[config.mk]
export PLATFORM = sky130hd
export DESIGN_NAME = lwb_sram
export DESIGN_NICKNAME = d
export VERILOG_FILES = /design/src/rtl/lwb_pkg.sv /design/src/rtl/lwb_ctrl.sv /design/src/rtl/lwb_burst_ctr.sv /design/src/rtl/lwb_wrbuf.sv /design/src/rtl/lwb_array.sv /design/src/rtl/lwb_sram.sv
export SDC_FILE = /design/constraint.sdc
export NUM_CORES = 2
export LEC_CHECK = 0
export ABC_AREA = 0
export BUFFER_PORTS_ARGS = -buffer_cell sky130_fd_sc_hd__buf_2
export CORE_MARGIN = 10
export CORE_UTILIZATION = 37
export DETAILED_ROUTE_END_ITERATION = 6
export MAX_ROUTING_LAYER = met4
export SLEW_MARGIN = 20
export SYNTH_ARGS = -nofsm -noshare
export SYNTH_HDL_FRONTEND = slang
export SYNTH_SLANG_ARGS = --single-unit
[constraint.sdc]
create_clock -name clk -period 4.09 [get_ports clk]
set_input_delay 0.409 -clock clk [delete_from_list [all_inputs] [get_ports clk]]
set_output_delay 0.409 -clock clk [all_outputs]
set_load 0.005 [all_outputs]
[src/rtl/lwb_pkg.sv]
package lwb_pkg;

    typedef enum logic [2:0] {
        ST_IDLE,
        ST_RD_FIRST,
        ST_RD_NEXT,
        ST_WR_FIRST,
        ST_WR_NEXT
    } cyc_state_t;

    // low two address bits for beat number 'beat' of a burst starting at 'start'
    function automatic logic [1:0] beat_offset(
        input logic [1:0] start,
        input logic [1:0] beat,
        input logic       linear
    );
        logic [1:0] sum;
        sum = start + beat;
        return linear ? sum : (start ^ beat);
    endfunction

endpackage

[src/rtl/lwb_ctrl.sv]
module lwb_ctrl
    import lwb_pkg::*;
#(
    parameter int WAKE_EDGES = 2
) (
    input  logic       clk,
    input  logic       rst_n,
    input  logic       burst_next,
    input  logic       chip_sel,
    input  logic       is_read,
    input  logic       stall,
    input  logic       sleep,
    output cyc_state_t st,
    output logic       nap,
    output logic       adv_edge,
    output logic       load_edge,
    output logic       step_edge,
    output logic       wr_capture,
    output logic       rd_active
);

    localparam int WW = $clog2(WAKE_EDGES + 1);

    cyc_state_t      st_q;
    cyc_state_t      st_nxt;
    cyc_state_t      load_kind;
    logic [WW-1:0]   wake_q;

    // recovery counter: reloaded while asleep, counts down afterwards
    always_ff @(posedge clk) begin
        if (!rst_n) begin
            wake_q <= '0;
        end else if (sleep) begin
            wake_q <= WW'(WAKE_EDGES);
        end else if (wake_q != '0) begin
            wake_q <= wake_q - 1'b1;
        end
    end

    assign nap      = sleep | (wake_q != '0);
    assign adv_edge = ~nap & ~stall;

    // next-state logic
    always_comb begin
        if (!chip_sel) begin
            load_kind = ST_IDLE;
        end else if (is_read) begin
            load_kind = ST_RD_FIRST;
        end else begin
            load_kind = ST_WR_FIRST;
        end
        st_nxt = st_q;
        unique case (st_q)
            ST_IDLE: begin
                if (!burst_next) st_nxt = load_kind;
            end
            ST_RD_FIRST, ST_RD_NEXT: begin
                st_nxt = burst_next ? ST_RD_NEXT : load_kind;
            end
            ST_WR_FIRST, ST_WR_NEXT: begin
                st_nxt = burst_next ? ST_WR_NEXT : load_kind;
            end
            default: st_nxt = ST_IDLE;
        endcase
    end

    // state register
    always_ff @(posedge clk) begin
        if (!rst_n) begin
            st_q <= ST_IDLE;
        end else if (nap) begin
            st_q <= ST_IDLE;
        end else if (adv_edge) begin
            st_q <= st_nxt;
        end
    end

    // outputs
    always_comb begin
        rd_active  = 1'b0;
        wr_capture = 1'b0;
        unique case (st_q)
            ST_RD_FIRST, ST_RD_NEXT: rd_active = 1'b1;
            default: rd_active = 1'b0;
        endcase
        unique case (st_nxt)
            ST_WR_FIRST, ST_WR_NEXT: wr_capture = adv_edge;
            default: wr_capture = 1'b0;
        endcase
        load_edge = adv_edge & ~burst_next;
        step_edge = adv_edge & burst_next & (st_q != ST_IDLE);
    end

    assign st = st_q;

endmodule

[src/rtl/lwb_burst_ctr.sv]
module lwb_burst_ctr
    import lwb_pkg::*;
#(
    parameter int AW = 6
) (
    input  logic          clk,
    input  logic          rst_n,
    input  logic          linear,
    input  logic          load_edge,
    input  logic          step_edge,
    input  logic [AW-1:0] addr_in,
    output logic [AW-1:0] cur_addr,
    output logic [AW-1:0] nxt_addr
);

    logic [AW-1:0] base_q;
    logic [1:0]    beat_q;
    logic [1:0]    beat_inc;

    assign beat_inc = beat_q + 2'd1;

    always_ff @(posedge clk) begin
        if (!rst_n) begin
            base_q <= '0;
            beat_q <= '0;
        end else if (load_edge) begin
            base_q <= addr_in;
            beat_q <= '0;
        end else if (step_edge) begin
            beat_q <= beat_inc;
        end
    end

    assign cur_addr = {base_q[AW-1:2], beat_offset(base_q[1:0], beat_q, linear)};

    always_comb begin
        if (load_edge) begin
            nxt_addr = addr_in;
        end else if (step_edge) begin
            nxt_addr = {base_q[AW-1:2], beat_offset(base_q[1:0], beat_inc, linear)};
        end else begin
            nxt_addr = cur_addr;
        end
    end

endmodule

[src/rtl/lwb_wrbuf.sv]
module lwb_wrbuf #(
    parameter int AW    = 6,
    parameter int LANES = 4
) (
    input  logic             clk,
    input  logic             rst_n,
    input  logic             nap,
    input  logic             adv_edge,
    input  logic             capture,
    input  logic [AW-1:0]    nxt_addr,
    input  logic [LANES-1:0] lane_wr_n,
    output logic             commit,
    output logic [AW-1:0]    pend_addr,
    output logic [LANES-1:0] pend_mask
);

    logic valid_q;

    always_ff @(posedge clk) begin
        if (!rst_n) begin
            valid_q   <= 1'b0;
            pend_addr <= '0;
            pend_mask <= '0;
        end else if (nap) begin
            valid_q   <= 1'b0;
        end else if (adv_edge) begin
            valid_q   <= capture;
            pend_addr <= nxt_addr;
            pend_mask <= ~lane_wr_n;
        end
    end

    // data for the held address arrives on the next active edge
    assign commit = valid_q & adv_edge;

endmodule

[src/rtl/lwb_array.sv]
module lwb_array #(
    parameter int DEPTH  = 64,
    parameter int LANES  = 4,
    parameter int LANE_W = 9,
    parameter int AW     = $clog2(DEPTH)
) (
    input  logic                    clk,
    input  logic                    we,
    input  logic [AW-1:0]           waddr,
    input  logic [LANES-1:0]        wmask,
    input  logic [LANES*LANE_W-1:0] wdata,
    input  logic [AW-1:0]           raddr,
    output logic [LANES*LANE_W-1:0] rdata
);

    for (genvar g = 0; g < LANES; g++) begin : g_lane
        logic [LANE_W-1:0] lane_mem [DEPTH];

        always_ff @(posedge clk) begin
            if (we && wmask[g]) begin
                lane_mem[waddr] <= wdata[g*LANE_W +: LANE_W];
            end
        end

        assign rdata[g*LANE_W +: LANE_W] = lane_mem[raddr];
    end

endmodule

[src/rtl/lwb_sram.sv]
module lwb_sram
    import lwb_pkg::*;
#(
    parameter int DEPTH      = 64,
    parameter int LANES      = 4,
    parameter int LANE_W     = 9,
    parameter int WAKE_EDGES = 2
) (
    input  logic                         clk,
    input  logic                         rst_n,
    input  logic [$clog2(DEPTH)-1:0]     addr,
    input  logic                         sel_a_n,
    input  logic                         sel_b,
    input  logic                         sel_c_n,
    input  logic                         burst_next,
    input  logic                         is_read,
    input  logic [LANES-1:0]             lane_wr_n,
    input  logic                         stall,
    input  logic                         drive_en_n,
    input  logic                         sleep,
    input  logic                         linear_order,
    input  logic [LANES*LANE_W-1:0]      din,
    output logic [LANES*LANE_W-1:0]      dout,
    output logic                         dout_oe
);

    localparam int AW     = $clog2(DEPTH);
    localparam int WORD_W = LANES * LANE_W;

    cyc_state_t        state_w;
    logic              chip_sel_w;
    logic              nap_w;
    logic              adv_edge_w;
    logic              load_edge_w;
    logic              step_edge_w;
    logic              wr_capture_w;
    logic              rd_active_w;
    logic              commit_w;
    logic [AW-1:0]     cur_addr_w;
    logic [AW-1:0]     nxt_addr_w;
    logic [AW-1:0]     pend_addr_w;
    logic [LANES-1:0]  pend_mask_w;
    logic [WORD_W-1:0] rdata_w;

    assign chip_sel_w = ~sel_a_n & sel_b & ~sel_c_n;

    lwb_ctrl #(.WAKE_EDGES(WAKE_EDGES)) u_ctrl (
        .clk        (clk),
        .rst_n      (rst_n),
        .burst_next (burst_next),
        .chip_sel   (chip_sel_w),
        .is_read    (is_read),
        .stall      (stall),
        .sleep      (sleep),
        .st         (state_w),
        .nap        (nap_w),
        .adv_edge   (adv_edge_w),
        .load_edge  (load_edge_w),
        .step_edge  (step_edge_w),
        .wr_capture (wr_capture_w),
        .rd_active  (rd_active_w)
    );

    lwb_burst_ctr #(.AW(AW)) u_ctr (
        .clk       (clk),
        .rst_n     (rst_n),
        .linear    (linear_order),
        .load_edge (load_edge_w),
        .step_edge (step_edge_w),
        .addr_in   (addr),
        .cur_addr  (cur_addr_w),
        .nxt_addr  (nxt_addr_w)
    );

    lwb_wrbuf #(.AW(AW), .LANES(LANES)) u_wrbuf (
        .clk       (clk),
        .rst_n     (rst_n),
        .nap       (nap_w),
        .adv_edge  (adv_edge_w),
        .capture   (wr_capture_w),
        .nxt_addr  (nxt_addr_w),
        .lane_wr_n (lane_wr_n),
        .commit    (commit_w),
        .pend_addr (pend_addr_w),
        .pend_mask (pend_mask_w)
    );

    lwb_array #(.DEPTH(DEPTH), .LANES(LANES), .LANE_W(LANE_W), .AW(AW)) u_array (
        .clk   (clk),
        .we    (commit_w),
        .waddr (pend_addr_w),
        .wmask (pend_mask_w),
        .wdata (din),
        .raddr (cur_addr_w),
        .rdata (rdata_w)
    );

    assign dout_oe = rd_active_w & ~drive_en_n & ~nap_w;
    assign dout    = dout_oe ? rdata_w : '0;

endmodule

==> results.sh <==
export IMPL_crit_path_max_incr_delay_ns=0.52
export IMPL_netlist_instances=5646
export IMPL_worst_pin_slew_ns=1.214
export IMPL_async_flop_share_pct=0
export IMPL_crit_fanout=8
export IMPL_status="finished, violations left"
export IMPL_yosysTopAreaCell="edfxtp_1"
export IMPL_rsz0062_at_grt="true"
export IMPL_yosysWarnings=0
export IMPL_drive_above_1_share_pct=29.45
export IMPL_synth_edf_count=2304
export IMPL_drt_iter0_markers=8727
export IMPL_dr_pass1_iters=7
export IMPL_max_vdd_ir_drop_v=0.0003790
export IMPL_crit_buf_inv=5
export IMPL_std_cell_rows=186
export IMPL_vias_per_cell=5.958
export IMPL_crit_path_start_kind="flop"
export IMPL_synth_area_top_cells="edfxtp_1, mux4_2, nand2_1, mux2i_1, a31oi_1"
export IMPL_cts_sinks=2328
export IMPL_timing_slew_headroom_pct=18.84
export IMPL_start_util_pct=37.16
export IMPL_synthFlopType="edfxtp_1"
export IMPL_critPathCaptureType="output pin"
export IMPL_dp_cells=9289
export IMPL_min_period_over_period_pct=106.8
export IMPL_clk_latency_ns=0.92
export IMPL_die_area_um2=278500
export IMPL_nets=6422
export IMPL_die_x_um=527.7
export IMPL_io_buffers=93
export IMPL_postLayoutCoreUtil_pct=45.36
export IMPL_critical_path_class="reg -> out"
export IMPL_netlist_area_um2=95390
export IMPL_ios=94
export IMPL_ys_ff_latch=2328
export IMPL_fin_crit_ns=4.367
export IMPL_setup_viol=36
export IMPL_hold_start="din[13]"
export IMPL_htree_levels=4
export IMPL_cts_buffer_depth=3
export IMPL_hpwl_um=199200
export IMPL_p_leak_nw=38.68
export IMPL_crit_path_start="u_ctr.beat_q[0]$_SDFFE_PP0N_"
export IMPL_place_gp_congestion=0.8927
export IMPL_drv_cap=0
export IMPL_core_um2=256700
export IMPL_synth_nets=5705
export IMPL_slew_viol_final=0
export IMPL_routed_wl_um=317500
export IMPL_grt_max_degree=73
export IMPL_yosysTopAreaCellShare_pct=72.53
export IMPL_grt_first_pass_wirelength_um=439000
export IMPL_r2r_start="u_wrbuf.pend_addr[1]$_SDFFE_PN0P_"
export IMPL_grt_overflow_total=0
export IMPL_synthTopCellsByCount="edfxtp_1, nand2_1, mux4_2, nor2_1, clkbuf_1"
export IMPL_fmax_mhz=229.0
export IMPL_nFillCells=21665
export IMPL_cts_made_buffers=229
export IMPL_yosysMostFrequentCell="edfxtp_1"
export IMPL_crit_required_ns=3.68
export IMPL_wire_per_inst_um=31.83
export IMPL_synth_cell_type_count=57
export IMPL_violations="DRC, setup timing"
export IMPL_cp_arrival_ns=3.96
export IMPL_hold_violations=0
export IMPL_crit_chain="ha_4, and2_4, xnor2_4, buf_12, buf_12, buf_16, buf_16, mux4_2, a22oi_2, nand4_1, a32o_2, buf_2"
export IMPL_skew_ns=0.09277
export IMPL_powerDensity_nw_per_um2=428.8
export IMPL_syn_to_final_growth_pct=22.07
export IMPL_worst_slack_ns=-0.2766
export IMPL_clkTransAtPathRegs_ns=0.07
export IMPL_slowest_stage="mux4_2"
export IMPL_drc=41
export IMPL_hp_class="in -> reg"
export IMPL_ant_nets=0
export IMPL_grt_pass1_vias=57107
export IMPL_path_delay_family="buffers and inverters"
export IMPL_die_h_um=527.7
export IMPL_antenna_found_initial=33
export IMPL_cts_tree="yes"
export IMPL_vias=59432
export IMPL_final_cells=9975
export IMPL_yosysSeqAreaShare_pct=73.04
export IMPL_grtUsageTotal_pct=22.49
export IMPL_root_buffer="clkbuf_16"
export IMPL_avgSynthCellArea_um2=16.89
## cell type report
cell class / instances / area [µm²] / share of cell area [%]
diodes: 30 / 75.07 / 0.06448
repair buffers: 896 / 8994 / 7.724
multi-input cells: 2904 / 25740 / 22.10
clock buffers: 281 / 5956 / 5.115
clock inverters: 148 / 1742 / 1.496
well taps: 3384 / 4234 / 3.636
inverters: 4 / 15.01 / 0.01290
flip-flops and latches: 2328 / 69680 / 59.85
## report_power, final
group / internal, mW / leakage, nW / switching [mW]
Combinational: 0.759 / 14.1 / 1.37
Clock: 12.2 / 3.72 / 9.34
Sequential: 26.2 / 20.9 / 0.0197
Total: 39.2 / 38.7 / 10.7
## final timing paths
path	end	slack, ns	depth (start not counted)
worst max register to register	u_array.g_lane[2].lane_mem[2][8]$_DFFE_PP_	0.75	4
worst min register to register	u_wrbuf.pend_mask[3]$_SDFFE_PN0P_	0.53	1
worst min-delay path	u_array.g_lane[1].lane_mem[44][4]$_DFFE_PP_	0.05	1
worst max-delay path	dout[16]	-0.28	12
## state kept, by name (all words and copies together), names as in the netlist
name	cells
u_ctr.beat_q	2
u_ctr.base_q	6
u_ctrl.wake_q	2
u_wrbuf.pend_mask	4
u_wrbuf.valid_q	1
u_array.g_lane.lane_mem	2304
u_ctrl.st	3
u_wrbuf.pend_addr	6
## layout by cell type (no fill, tap or decap), types with 12 or more instances in the layout
cell,n
clkbuf_1,49
o32ai_4,12
buf_6,54
o22ai_1,21
bufinv_16,29
edfxtp_1,2304
and4b_2,16
buf_4,592
diode_2,30
clkinv_1,43
a21oi_1,50
a22oi_2,15
a31oi_1,228
a21oi_2,18
nor2_1,366
and3_1,25
buf_12,71
a211oi_1,48
a311oi_1,36
o31ai_1,36
nor3_1,47
mux2i_1,179
buf_16,38
a211oi_2,12
o21ai_0,249
clkbuf_16,238
buf_2,77
nand3_1,30
buf_8,13
mux4_2,468
clkinv_2,45
nand2_1,734
dlygate4sd3_1,31
dfxtp_1,17
nand2_2,17
## layer usage
layer	share of wire [%]	global-route usage, %	up-vias
li1	-	-	24148
met1	37	28.05	31000
met2	47	34.79	3561
met3	10	5.424	723
met4	5.4	10.44	0
met5	0	-	-
## kinds of logic (layout without fill, tap and decap cells)
family,after synthesis,after routing,synth area share (%)
flops,2328,2328,73.04
simple gates,1335,1337,5.873
compound gates,902,903,6.148
mux,654,654,13.00
buf+inv,417,1329,1.826
xor+xnor,8,8,0.08920
fa+ha+maj,2,2,0.02623
other cells,0,30,0
## what timing repair did
action / CTS / global route
hold buffers: 31 / 0
pin swaps: 94 / 65
cloned: 32 / 9
setup endpoints to repair: 36 / 36
setup buffers: 125 / 48
resized for setup: 375 / 79
hold endpoints to repair: 90 / 0
## metrics by stage
step	setup slack (ns)	hold slack, ns	area [µm²]	setup TNS, ns	total power [mW]
finish	-0.2766	0.04581	116400	-5.356	49.93
global route	-0.3191	0.03331	116400	-7.421	51.18
CTS	-0.2574	0.0005774	115500	-5.837	50.06
detailed placement	-0.1811	0.4565	103600	-0.6872	28.51
global placement	-0.5986	0.4458	103600	-1.521	28.47
floorplan	0.9628	0.4368	95390	0	27.51
Note: power is estimated with default switching activity, not from simulation.
